<file path="config.mk">
export PLATFORM = sky130hd
export DESIGN_NAME = scanline_irq_counter
export DESIGN_NICKNAME = d
export VERILOG_FILES = /design/src/rtl/scanline_irq_pkg.sv /design/src/rtl/irq_wr_decode.sv /design/src/rtl/irq_tick_qual.sv /design/src/rtl/irq_count_core.sv /design/src/rtl/scanline_irq_counter.sv
export SDC_FILE = /design/constraint.sdc
export NUM_CORES = 1
export LEC_CHECK = 0
export BUFFER_PORTS_ARGS = -buffer_cell sky130_fd_sc_hd__buf_2
export CORE_MARGIN = 4
export CORE_UTILIZATION = 50
export CTS_CLUSTER_DIAMETER = 40
export CTS_CLUSTER_SIZE = 10
export DETAILED_ROUTE_END_ITERATION = 7
export GPL_ROUTABILITY_DRIVEN = 0
export MAX_ROUTING_LAYER = met4
export PLACE_DENSITY = 0.8
export SLEW_MARGIN = 20
export SYNTH_ARGS = -nofsm -noshare
export SYNTH_HDL_FRONTEND = slang
export SYNTH_SLANG_ARGS = --single-unit
</file>
<file path="constraint.sdc">
create_clock -name clk -period 6.6 [get_ports clk]
set_input_delay 0.99 -clock clk [delete_from_list [all_inputs] [get_ports clk]]
set_output_delay 0.99 -clock clk [all_outputs]
set_load 0.01 [all_outputs]
</file>
<file path="src/rtl/scanline_irq_pkg.sv">
package scanline_irq_pkg;
  localparam int CNT_W    = 8;
  localparam int LINE_W   = 9;
  localparam int ADDR_W   = 16;
  localparam int LAST_VIS = 239;

  typedef enum logic [2:0] {
    WC_NONE,
    WC_COUNT,
    WC_LATCH,
    WC_DISARM,
    WC_ARM
  } wr_class_e;

  typedef struct packed {
    logic [CNT_W-1:0] next_cnt;
    logic             expire;
  } step_t;

  function automatic wr_class_e classify(input logic [ADDR_W-1:0] a);
    logic [ADDR_W-1:0] m;
    m = a & 16'hE001;
    case (m)
      16'hC000: classify = WC_COUNT;
      16'hC001: classify = WC_LATCH;
      16'hE000: classify = WC_DISARM;
      16'hE001: classify = WC_ARM;
      default:  classify = WC_NONE;
    endcase
  endfunction

  // One counted tick: optional pre-decrement on the first line, expiry test, then post-decrement.
  function automatic step_t count_step(input logic [CNT_W-1:0] cnt,
                                       input logic [CNT_W-1:0] lat,
                                       input logic             first_line);
    logic [CNT_W-1:0] mid;
    step_t r;
    mid = (first_line && cnt != '0) ? cnt - 1'b1 : cnt;
    r.expire = (mid == '0);
    if (r.expire) mid = lat;
    r.next_cnt = mid - 1'b1;
    return r;
  endfunction
endpackage

</file>
<file path="src/rtl/irq_wr_decode.sv">
module irq_wr_decode
  import scanline_irq_pkg::*;
(
  input  logic              wr_en,
  input  logic [ADDR_W-1:0] wr_addr,
  output logic              ld_count,
  output logic              ld_latch,
  output logic              disarm,
  output logic              arm,
  output logic              any_wr
);
  wr_class_e cls;
  always_comb begin
    cls      = wr_en ? classify(wr_addr) : WC_NONE;
    ld_count = (cls == WC_COUNT);
    ld_latch = (cls == WC_LATCH);
    disarm   = (cls == WC_DISARM);
    arm      = (cls == WC_ARM);
    any_wr   = (cls != WC_NONE);
  end
endmodule

</file>
<file path="src/rtl/irq_tick_qual.sv">
module irq_tick_qual
  import scanline_irq_pkg::*;
#(
  parameter int LW   = LINE_W,
  parameter int LAST = LAST_VIS
) (
  input  logic          line_tick,
  input  logic [LW-1:0] line_num,
  input  logic          render_on,
  input  logic          armed,
  input  logic          frozen,
  input  logic          any_wr,
  output logic          count_evt,
  output logic          first_line
);
  localparam logic [LW-1:0] LAST_L = LW'(LAST);
  always_comb begin
    count_evt  = line_tick && (line_num <= LAST_L) && render_on &&
                 armed && !frozen && !any_wr;
    first_line = (line_num == '0);
  end
endmodule

</file>
<file path="src/rtl/irq_count_core.sv">
module irq_count_core
  import scanline_irq_pkg::*;
(
  input  logic             clk,
  input  logic             rst_n,
  input  logic [CNT_W-1:0] wr_data,
  input  logic             ld_count,
  input  logic             ld_latch,
  input  logic             disarm,
  input  logic             arm,
  input  logic             any_wr,
  input  logic             count_evt,
  input  logic             first_line,
  output logic [CNT_W-1:0] cnt_q,
  output logic             armed_q,
  output logic             frozen_q,
  output logic             irq_q,
  output logic             expire_evt
);
  logic [CNT_W-1:0] lat_q;
  step_t            st;

  always_comb begin
    st         = count_step(cnt_q, lat_q, first_line);
    expire_evt = count_evt && st.expire;
  end

  always_ff @(posedge clk) begin
    if (!rst_n) begin
      cnt_q    <= '0;
      lat_q    <= '0;
      armed_q  <= 1'b0;
      frozen_q <= 1'b0;
      irq_q    <= 1'b0;
    end else if (any_wr) begin
      frozen_q <= 1'b0;
      if (ld_count) cnt_q   <= wr_data;
      if (ld_latch) lat_q   <= wr_data;
      if (arm)      armed_q <= 1'b1;
      if (disarm) begin
        armed_q <= 1'b0;
        irq_q   <= 1'b0;
      end
    end else if (count_evt) begin
      cnt_q <= st.next_cnt;
      if (st.expire) begin
        frozen_q <= 1'b1;
        irq_q    <= 1'b1;
      end
    end
  end
endmodule

</file>
<file path="src/rtl/scanline_irq_counter.sv">
module scanline_irq_counter
  import scanline_irq_pkg::*;
(
  input  logic              clk,
  input  logic              rst_n,
  input  logic              wr_en,
  input  logic [ADDR_W-1:0] wr_addr,
  input  logic [CNT_W-1:0]  wr_data,
  input  logic              line_tick,
  input  logic [LINE_W-1:0] line_num,
  input  logic              render_on,
  output logic              irq_out
);
  logic ld_count, ld_latch, disarm, arm, any_wr;
  logic count_evt, first_line, expire_evt;
  logic armed_q, frozen_q;
  logic [CNT_W-1:0] cnt_q;

  irq_wr_decode u_dec (
    .wr_en(wr_en), .wr_addr(wr_addr), .ld_count(ld_count), .ld_latch(ld_latch),
    .disarm(disarm), .arm(arm), .any_wr(any_wr)
  );

  irq_tick_qual #(.LW(LINE_W), .LAST(LAST_VIS)) u_qual (
    .line_tick(line_tick), .line_num(line_num), .render_on(render_on),
    .armed(armed_q), .frozen(frozen_q), .any_wr(any_wr),
    .count_evt(count_evt), .first_line(first_line)
  );

  irq_count_core u_core (
    .clk(clk), .rst_n(rst_n), .wr_data(wr_data), .ld_count(ld_count),
    .ld_latch(ld_latch), .disarm(disarm), .arm(arm), .any_wr(any_wr),
    .count_evt(count_evt), .first_line(first_line), .cnt_q(cnt_q),
    .armed_q(armed_q), .frozen_q(frozen_q), .irq_q(irq_out),
    .expire_evt(expire_evt)
  );
endmodule

</file>
### Word level (Yosys, flattened, before mapping)

Cells that the tools add are included.

* register bits: 19
* output and inout bits: 1
* word-level logic and storage cells: 53
* bits of input ports: 38

* add/subtract/negate cells: 2
* bitwise operators: 1
* equal/unequal tests: 10
* mux-type cells: 13
* order comparisons: 1
* reduce and logical (&&, ||, !) cells: 21

Operators with widths (number)
* 8-bit two-way mux: 5
* 4-bit equality test (second input constant): 4
* 8-bit by 1-bit subtractor with 8-bit output (second input constant): 2
* 3-bit case mux with 4 select lines: 1
* 9-bit by 8-bit <= comparator with 1-bit output (second input constant): 1
* 9-bit logical NOT: 1
* 8-bit logical NOT: 1
* 2-bit AND reduction: 4
* 8-bit nonzero test: 1
* 3-bit by 2-bit equality test with 1-bit output (second input constant): 2
* 1-bit logical AND: 6
* 1-bit two-way mux: 6
* 2-bit nonzero test: 3
* 2-bit inequality test (second input constant): 2
* 3-bit by 1-bit equality test with 1-bit output (second input constant): 1
* 3-bit equality test (second input constant): 1
* 3-bit two-way mux: 1
* 3-bit AND reduction: 1
* 3-bit nonzero test: 1
* 1-bit logical NOT: 2
* 2-bit OR reduction: 1
* 1-bit inverter: 1

### Depth between registers and ports, before layout

* word-level depth: 8
* depth in mapped cells: 16
* depth with buffers taken out: 16

### Modules after synthesis

A second synthesis with hierarchy kept.

* cell total of the unflattened synthesis: 198
* area, all modules: 1541.5 um^2

By module, submodules not included
* irq_count_core: times used 1, area an instance 1451.4 um^2, sequential area each 380.4 um^2, cells an instance 186
* irq_tick_qual: times used 1, area an instance 50.0 um^2, sequential area each 0.0 um^2, cells an instance 6
* irq_wr_decode: times used 1, area an instance 40.0 um^2, sequential area each 0.0 um^2, cells an instance 6

### Worst setup path before layout

OpenSTA, ideal clock, no wires.

* path type: input port to flip-flop
* from: in line_num[3]
* to: reg u_core.cnt_q[4]
* arrival time: 4593 ps
* setup time: 87 ps
* data required time: 6513 ps
* stages on the path: 14
* path buffers: 0
* setup slack: 1920 ps
* cell sequence: or4_4 -> or4_4 -> nor4_2 -> or2_2 -> nor3_1 -> a221oi_1 -> ha_1 -> nand2b_1 -> or3b_1 -> or4_1 -> and3_4 -> mux2i_1 -> a31oi_1 -> nor4b_2

* cells in the longest elaborated chain, start to end: 8
* elaborated cells between the ends (all ways): 16
* classes of those cells: add/sub (1); order compare (1); mux (4); reduce/logical (10)

Ends and longest elaborated chain
* start, declared: line scanline_irq_counter.sv:10 `input logic [LINE_W-1:0] line_num,`
* 9-bit logical NOT or 9-bit by 8-bit <= comparator with 1-bit output (tied branches): line irq_tick_qual.sv:20, irq_tick_qual.sv:18
* 1-bit logical AND (on tied branches): line scanline_irq_pkg.sv:38, irq_tick_qual.sv:18
* 8-bit two-way mux or 1-bit logical AND (tied branches): line scanline_irq_pkg.sv:38, irq_tick_qual.sv:18
* 8-bit logical NOT or 1-bit logical AND (tied branches): line scanline_irq_pkg.sv:39, irq_tick_qual.sv:18
* 8-bit two-way mux or 1-bit logical AND (tied branches): line scanline_irq_pkg.sv:40, irq_tick_qual.sv:19
* 8-bit by 1-bit subtractor with 8-bit output or 1-bit logical AND (tied branches): line scanline_irq_pkg.sv:41, irq_tick_qual.sv:19
* 8-bit two-way mux or 2-bit nonzero test (tied branches)
* 8-bit two-way mux or 2-bit AND reduction (tied branches)
* end signal, assigned: line irq_count_core.sv:37 `if (ld_count) cnt_q <= wr_data;`
* end signal, assigned: line irq_count_core.sv:45 `cnt_q <= st.next_cnt;`
* end, declared: line irq_count_core.sv:14 `output logic [CNT_W-1:0] cnt_q,`

Parallel ways exist; a longest one is shown, timed or not. The select of a mux whose other input is x is not followed.
A chain may end at the register's enable or synchronous reset.

### Worst setup path after layout

Ends and elaborated chain as after synthesis.

==> metrics.txt <==
# TYPE chip_impl_metric gauge
chip_impl_metric{name="sw_frac_of_total",unit="%"} 30.68
chip_impl_metric{name="fmax",unit="MHz"} 209.5
chip_impl_metric{name="number_of_global_route_vias_before_repair",unit=""} 1500
chip_impl_metric{name="height_of_the_die",unit="um"} 64.20
chip_impl_metric{name="number_of_search_and_repair_iterations_in_the_first_detailed_routing_pass",unit=""} 4
chip_impl_metric{name="drt_iter0_markers",unit=""} 88
chip_impl_metric{name="clk-insertion-delay-late",unit="ps"} 300
chip_impl_metric{name="finalNetCount",unit=""} 262
chip_impl_metric{name="initial_utilization",unit="%"} 52.15
chip_impl_metric{name="max-vdd-ir-drop",unit="V"} 0.0001108
chip_impl_info{name="cts_tree",value="yes"} 1
chip_impl_metric{name="seq_power_share",unit="%"} 50.6
chip_impl_metric{name="final_hold_viol_count",unit=""} 0
chip_impl_info{name="startpoint_type",value="primary input"} 1
chip_impl_metric{name="num_vias",unit=""} 1633
chip_impl_metric{name="die-width",unit="um"} 64.20
chip_impl_metric{name="finalCritPeriodShare",unit="%"} 72.31
chip_impl_metric{name="placement.io_buffers",unit=""} 26
chip_impl_metric{name="cp_data_arrival_time",unit="ps"} 4990
chip_impl_metric{name="layout-drive-gt1-share",unit="%"} 19.55
chip_impl_metric{name="clk_pin_slew_worst_paths",unit="ps"} 110
chip_impl_metric{name="routed_wire_length_per_instance",unit="um"} 15.19
chip_impl_metric{name="final.setup.tns",unit="ps"} 0
chip_impl_metric{name="globalRoute.totalOverflow",unit=""} 0
chip_impl_metric{name="critPathMaxFanout",unit=""} 5
chip_impl_metric{name="drt-vias-per-instance",unit=""} 6.186
chip_impl_info{name="critical_path_class",value="primary input to register"} 1
chip_impl_metric{name="grt_antenna_before_repair",unit=""} 0
chip_impl_metric{name="cts_inserted_buffers",unit=""} 3
chip_impl_metric{name="synth_seq_area_share",unit="%"} 24.09
chip_impl_metric{name="yosys_warnings",unit=""} 0
chip_impl_metric{name="grt_pass1_wl",unit="um"} 6851
chip_impl_metric{name="cap_viol_max_count",unit=""} 0
chip_impl_metric{name="ys_async_sr_fraction",unit="%"} 0
chip_impl_metric{name="drc",unit=""} 0
chip_impl_info{name="path_type_of_the_worst_min_delay_path",value="register to register"} 1
chip_impl_metric{name="cts-htree-levels",unit=""} 1
chip_impl_metric{name="antenna_cells_inserted",unit=""} 0
chip_impl_metric{name="synth_cell_types",unit=""} 55
chip_impl_info{name="cts.root.buffer_cell",value="sky130_fd_sc_hd__clkbuf_4"} 1
chip_impl_metric{name="clock_skew",unit="ps"} 5.843
chip_impl_metric{name="clk_sinks",unit=""} 19
chip_impl_metric{name="internal_power",unit="W"} 0.0001645
chip_impl_metric{name="max-clock-path-buffers",unit=""} 2
chip_impl_metric{name="cts_post_setup_buffers_inserted",unit=""} 0
chip_impl_info{name="worst_setup_path_end_kind",value="register"} 1
chip_impl_metric{name="track_usage",unit="%"} 20.71
chip_impl_metric{name="postSynthAreaPerCell",unit="um2"} 8.015
chip_impl_metric{name="synthesis.nets",unit=""} 238
chip_impl_metric{name="final_period_minus_worst_setup_slack",unit="ps"} 4772
chip_impl_metric{name="std_cell_rows",unit=""} 20
chip_impl_metric{name="crit_required",unit="ps"} 6820
chip_impl_metric{name="slew-limit-headroom",unit="%"} 42.23
chip_impl_info{name="synth_ff_type",value="sky130_fd_sc_hd__dfxtp_1"} 1
chip_impl_metric{name="power_frac_comb",unit="%"} 24.4
chip_impl_metric{name="hold_buffers",unit=""} 0
chip_impl_metric{name="ys_ff_latch",unit=""} 19
chip_impl_metric{name="postLayoutCoreUtil",unit="%"} 58.26
chip_impl_metric{name="power.switching",unit="W"} 0.00007277
chip_impl_metric{name="static-leakage-power",unit="nW"} 0.7255
chip_impl_metric{name="dpl.hpwl",unit="um"} 3013
chip_impl_metric{name="floorplan.core_area",unit="um2"} 3028
chip_impl_metric{name="grt_start_max_net_pins",unit=""} 20
chip_impl_metric{name="netlist_area",unit="um2"} 1579
chip_impl_metric{name="fillerInstances",unit=""} 290
chip_impl_metric{name="number_of_enable_flip_flop_cells_after_synthesis",unit=""} 0
chip_impl_metric{name="worst-slew-pin-transition",unit="ps"} 860.0
chip_impl_metric{name="drt_wl_total",unit="um"} 4010
chip_impl_info{name="setup_repair_after_global_routing_missed_its_margin",value="no"} 1
chip_impl_metric{name="floorplan.io_pins",unit=""} 39
chip_impl_metric{name="final-max-slew-violation-count",unit=""} 0
chip_impl_info{name="outcome",value="completed"} 1
chip_impl_metric{name="syn2layout_area_growth",unit="%"} 11.73
chip_impl_metric{name="fin_hold_ws",unit="ps"} 503.4
chip_impl_metric{name="postRouteAntennaNets",unit=""} 0
chip_impl_metric{name="design.die.area",unit="um2"} 4121
chip_impl_metric{name="ctsResizeCount",unit=""} 0
chip_impl_metric{name="pwr_density_cell",unit="nW/um2"} 134.5
chip_impl_metric{name="share_clk_of_total_power",unit="%"} 25.0
chip_impl_metric{name="finalSetupViolations",unit=""} 0
chip_impl_metric{name="post_synth_inst_count",unit=""} 197
-- cell families after synthesis --
family | Yosys count | share of synthesized area [%]
multiplexers | 10 | 6.419
XOR/XNOR | 5 | 2.774
AND/OR/NAND/NOR | 94 | 37.16
AO/OA/AOI/OAI | 52 | 23.61
buffers and inverters | 14 | 3.566
adder cells (fa/ha/maj) | 3 | 2.377
flip-flops | 19 | 24.09
-- stage by stage --
stage                     instances  area (um2)  total power (W)  worst slack, ps
after floorplan                 197        1579        0.0001612             1920
after global placement          260        1738        0.0001777             1543
after CTS                       264        1764        0.0002371             1846
after detailed placement        260        1738        0.0001783             1544
final                           264        1764        0.0002372             1828
after global routing            264        1764        0.0002500             1575
-- Yosys cell counts (3+ instances only) --
master,n,area share [%]
sky130_fd_sc_hd__nand2b_1,5,2.0
sky130_fd_sc_hd__or3_1,9,3.6
sky130_fd_sc_hd__nor2b_1,9,3.6
sky130_fd_sc_hd__and2_1,4,1.6
sky130_fd_sc_hd__a31oi_1,8,3.2
sky130_fd_sc_hd__nand2_1,11,2.6
sky130_fd_sc_hd__nor3_1,9,2.9
sky130_fd_sc_hd__nand3_1,4,1.3
sky130_fd_sc_hd__clkbuf_1,6,1.4
sky130_fd_sc_hd__o211a_1,3,1.9
sky130_fd_sc_hd__dfxtp_1,19,24
sky130_fd_sc_hd__a21oi_1,11,3.5
sky130_fd_sc_hd__ha_1,3,2.4
sky130_fd_sc_hd__or4_1,3,1.4
sky130_fd_sc_hd__o211ai_1,10,4.8
sky130_fd_sc_hd__nand4_1,4,1.6
sky130_fd_sc_hd__inv_1,6,1.4
sky130_fd_sc_hd__mux2i_1,9,5.7
sky130_fd_sc_hd__xnor2_1,3,1.7
sky130_fd_sc_hd__nor2_1,15,3.6
-- power by group through the flow --
stage	sequential, W	clock [W]	combinational, W
after floorplan	0.000121	0	0.0000403
after global placement	0.000122	0	0.0000553
after detailed placement	0.000122	0	0.0000560
after CTS	0.000120	0.0000605	0.0000569
after global routing	0.000120	0.0000652	0.0000644
final	0.000120	0.0000594	0.0000579
-- path summary, 6_finish.rpt --
path,slack [ps],cells after the start,end,start
worst min register to register,500,1,u_core.frozen_q,u_core.frozen_q
worst max-delay path,1830,15,u_core.cnt_q[4],line_num[3]
worst min-delay path,500,1,u_core.frozen_q,u_core.frozen_q
worst max register to register,2300,16,u_core.cnt_q[4],u_core.cnt_q[0]
-- layer usage --
layer	vias up	track usage (%)	share of wire, %
li1	803	-	-
met1	767	28.92	47
met2	58	32.65	47
met3	5	1.230	4.7
met4	0	5.277	1.2
met5	-	-	0
-- worst max-delay path, stage by stage --
cell	delay, ps
sky130_fd_sc_hd__buf_2	100
sky130_fd_sc_hd__or4_4	540
sky130_fd_sc_hd__or4_4	550
sky130_fd_sc_hd__nor4_2	390
sky130_fd_sc_hd__or2_2	230
sky130_fd_sc_hd__nor3_1	90
sky130_fd_sc_hd__a221oi_1	290
sky130_fd_sc_hd__ha_1	270
sky130_fd_sc_hd__nand2b_1	80
sky130_fd_sc_hd__or3b_1	340
sky130_fd_sc_hd__or4_1	440
sky130_fd_sc_hd__and3_4	210
sky130_fd_sc_hd__mux2i_1	140
sky130_fd_sc_hd__a31oi_1	120
sky130_fd_sc_hd__nor4b_2	200
-- layout by cell type (no fill, tap or decap), types with 3 or more instances in the layout --
| master | instances |
|---|---|
| sky130_fd_sc_hd__nand2b_1 | 5 |
| sky130_fd_sc_hd__buf_2 | 26 |
| sky130_fd_sc_hd__or4_1 | 3 |
| sky130_fd_sc_hd__nor2_1 | 15 |
| sky130_fd_sc_hd__nor2b_1 | 9 |
| sky130_fd_sc_hd__dfxtp_1 | 19 |
| sky130_fd_sc_hd__nand2_1 | 11 |
| sky130_fd_sc_hd__nand4_1 | 4 |
| sky130_fd_sc_hd__nor3_1 | 9 |
| sky130_fd_sc_hd__o211a_1 | 3 |
| sky130_fd_sc_hd__mux2i_1 | 9 |
| sky130_fd_sc_hd__or3_1 | 9 |
| sky130_fd_sc_hd__o211ai_1 | 10 |
| sky130_fd_sc_hd__inv_1 | 6 |
| sky130_fd_sc_hd__clkbuf_4 | 3 |
| sky130_fd_sc_hd__nand3_1 | 4 |
| sky130_fd_sc_hd__and2_1 | 4 |
| sky130_fd_sc_hd__a21oi_1 | 11 |
| sky130_fd_sc_hd__xnor2_1 | 3 |
| sky130_fd_sc_hd__a31oi_1 | 8 |
| sky130_fd_sc_hd__ha_1 | 3 |
-- layout make-up --
type / instances / area (um2) / share of cell area [%]
well taps: 44 / 55.05 / 3.121
inverters: 6 / 22.52 / 1.277
multi-input cells: 164 / 1142 / 64.75
flip-flops and latches: 19 / 380.4 / 21.56
clock buffers: 4 / 26.28 / 1.489
repair buffers: 27 / 137.6 / 7.801
-- state kept, by name, indices dropped and copies added, names as in the netlist --
register / flops
u_core.lat_q: 8
u_core.frozen_q: 1
u_core.cnt_q: 8
u_core.irq_q: 1
u_core.armed_q: 1
(Power assumes the default switching activity.)
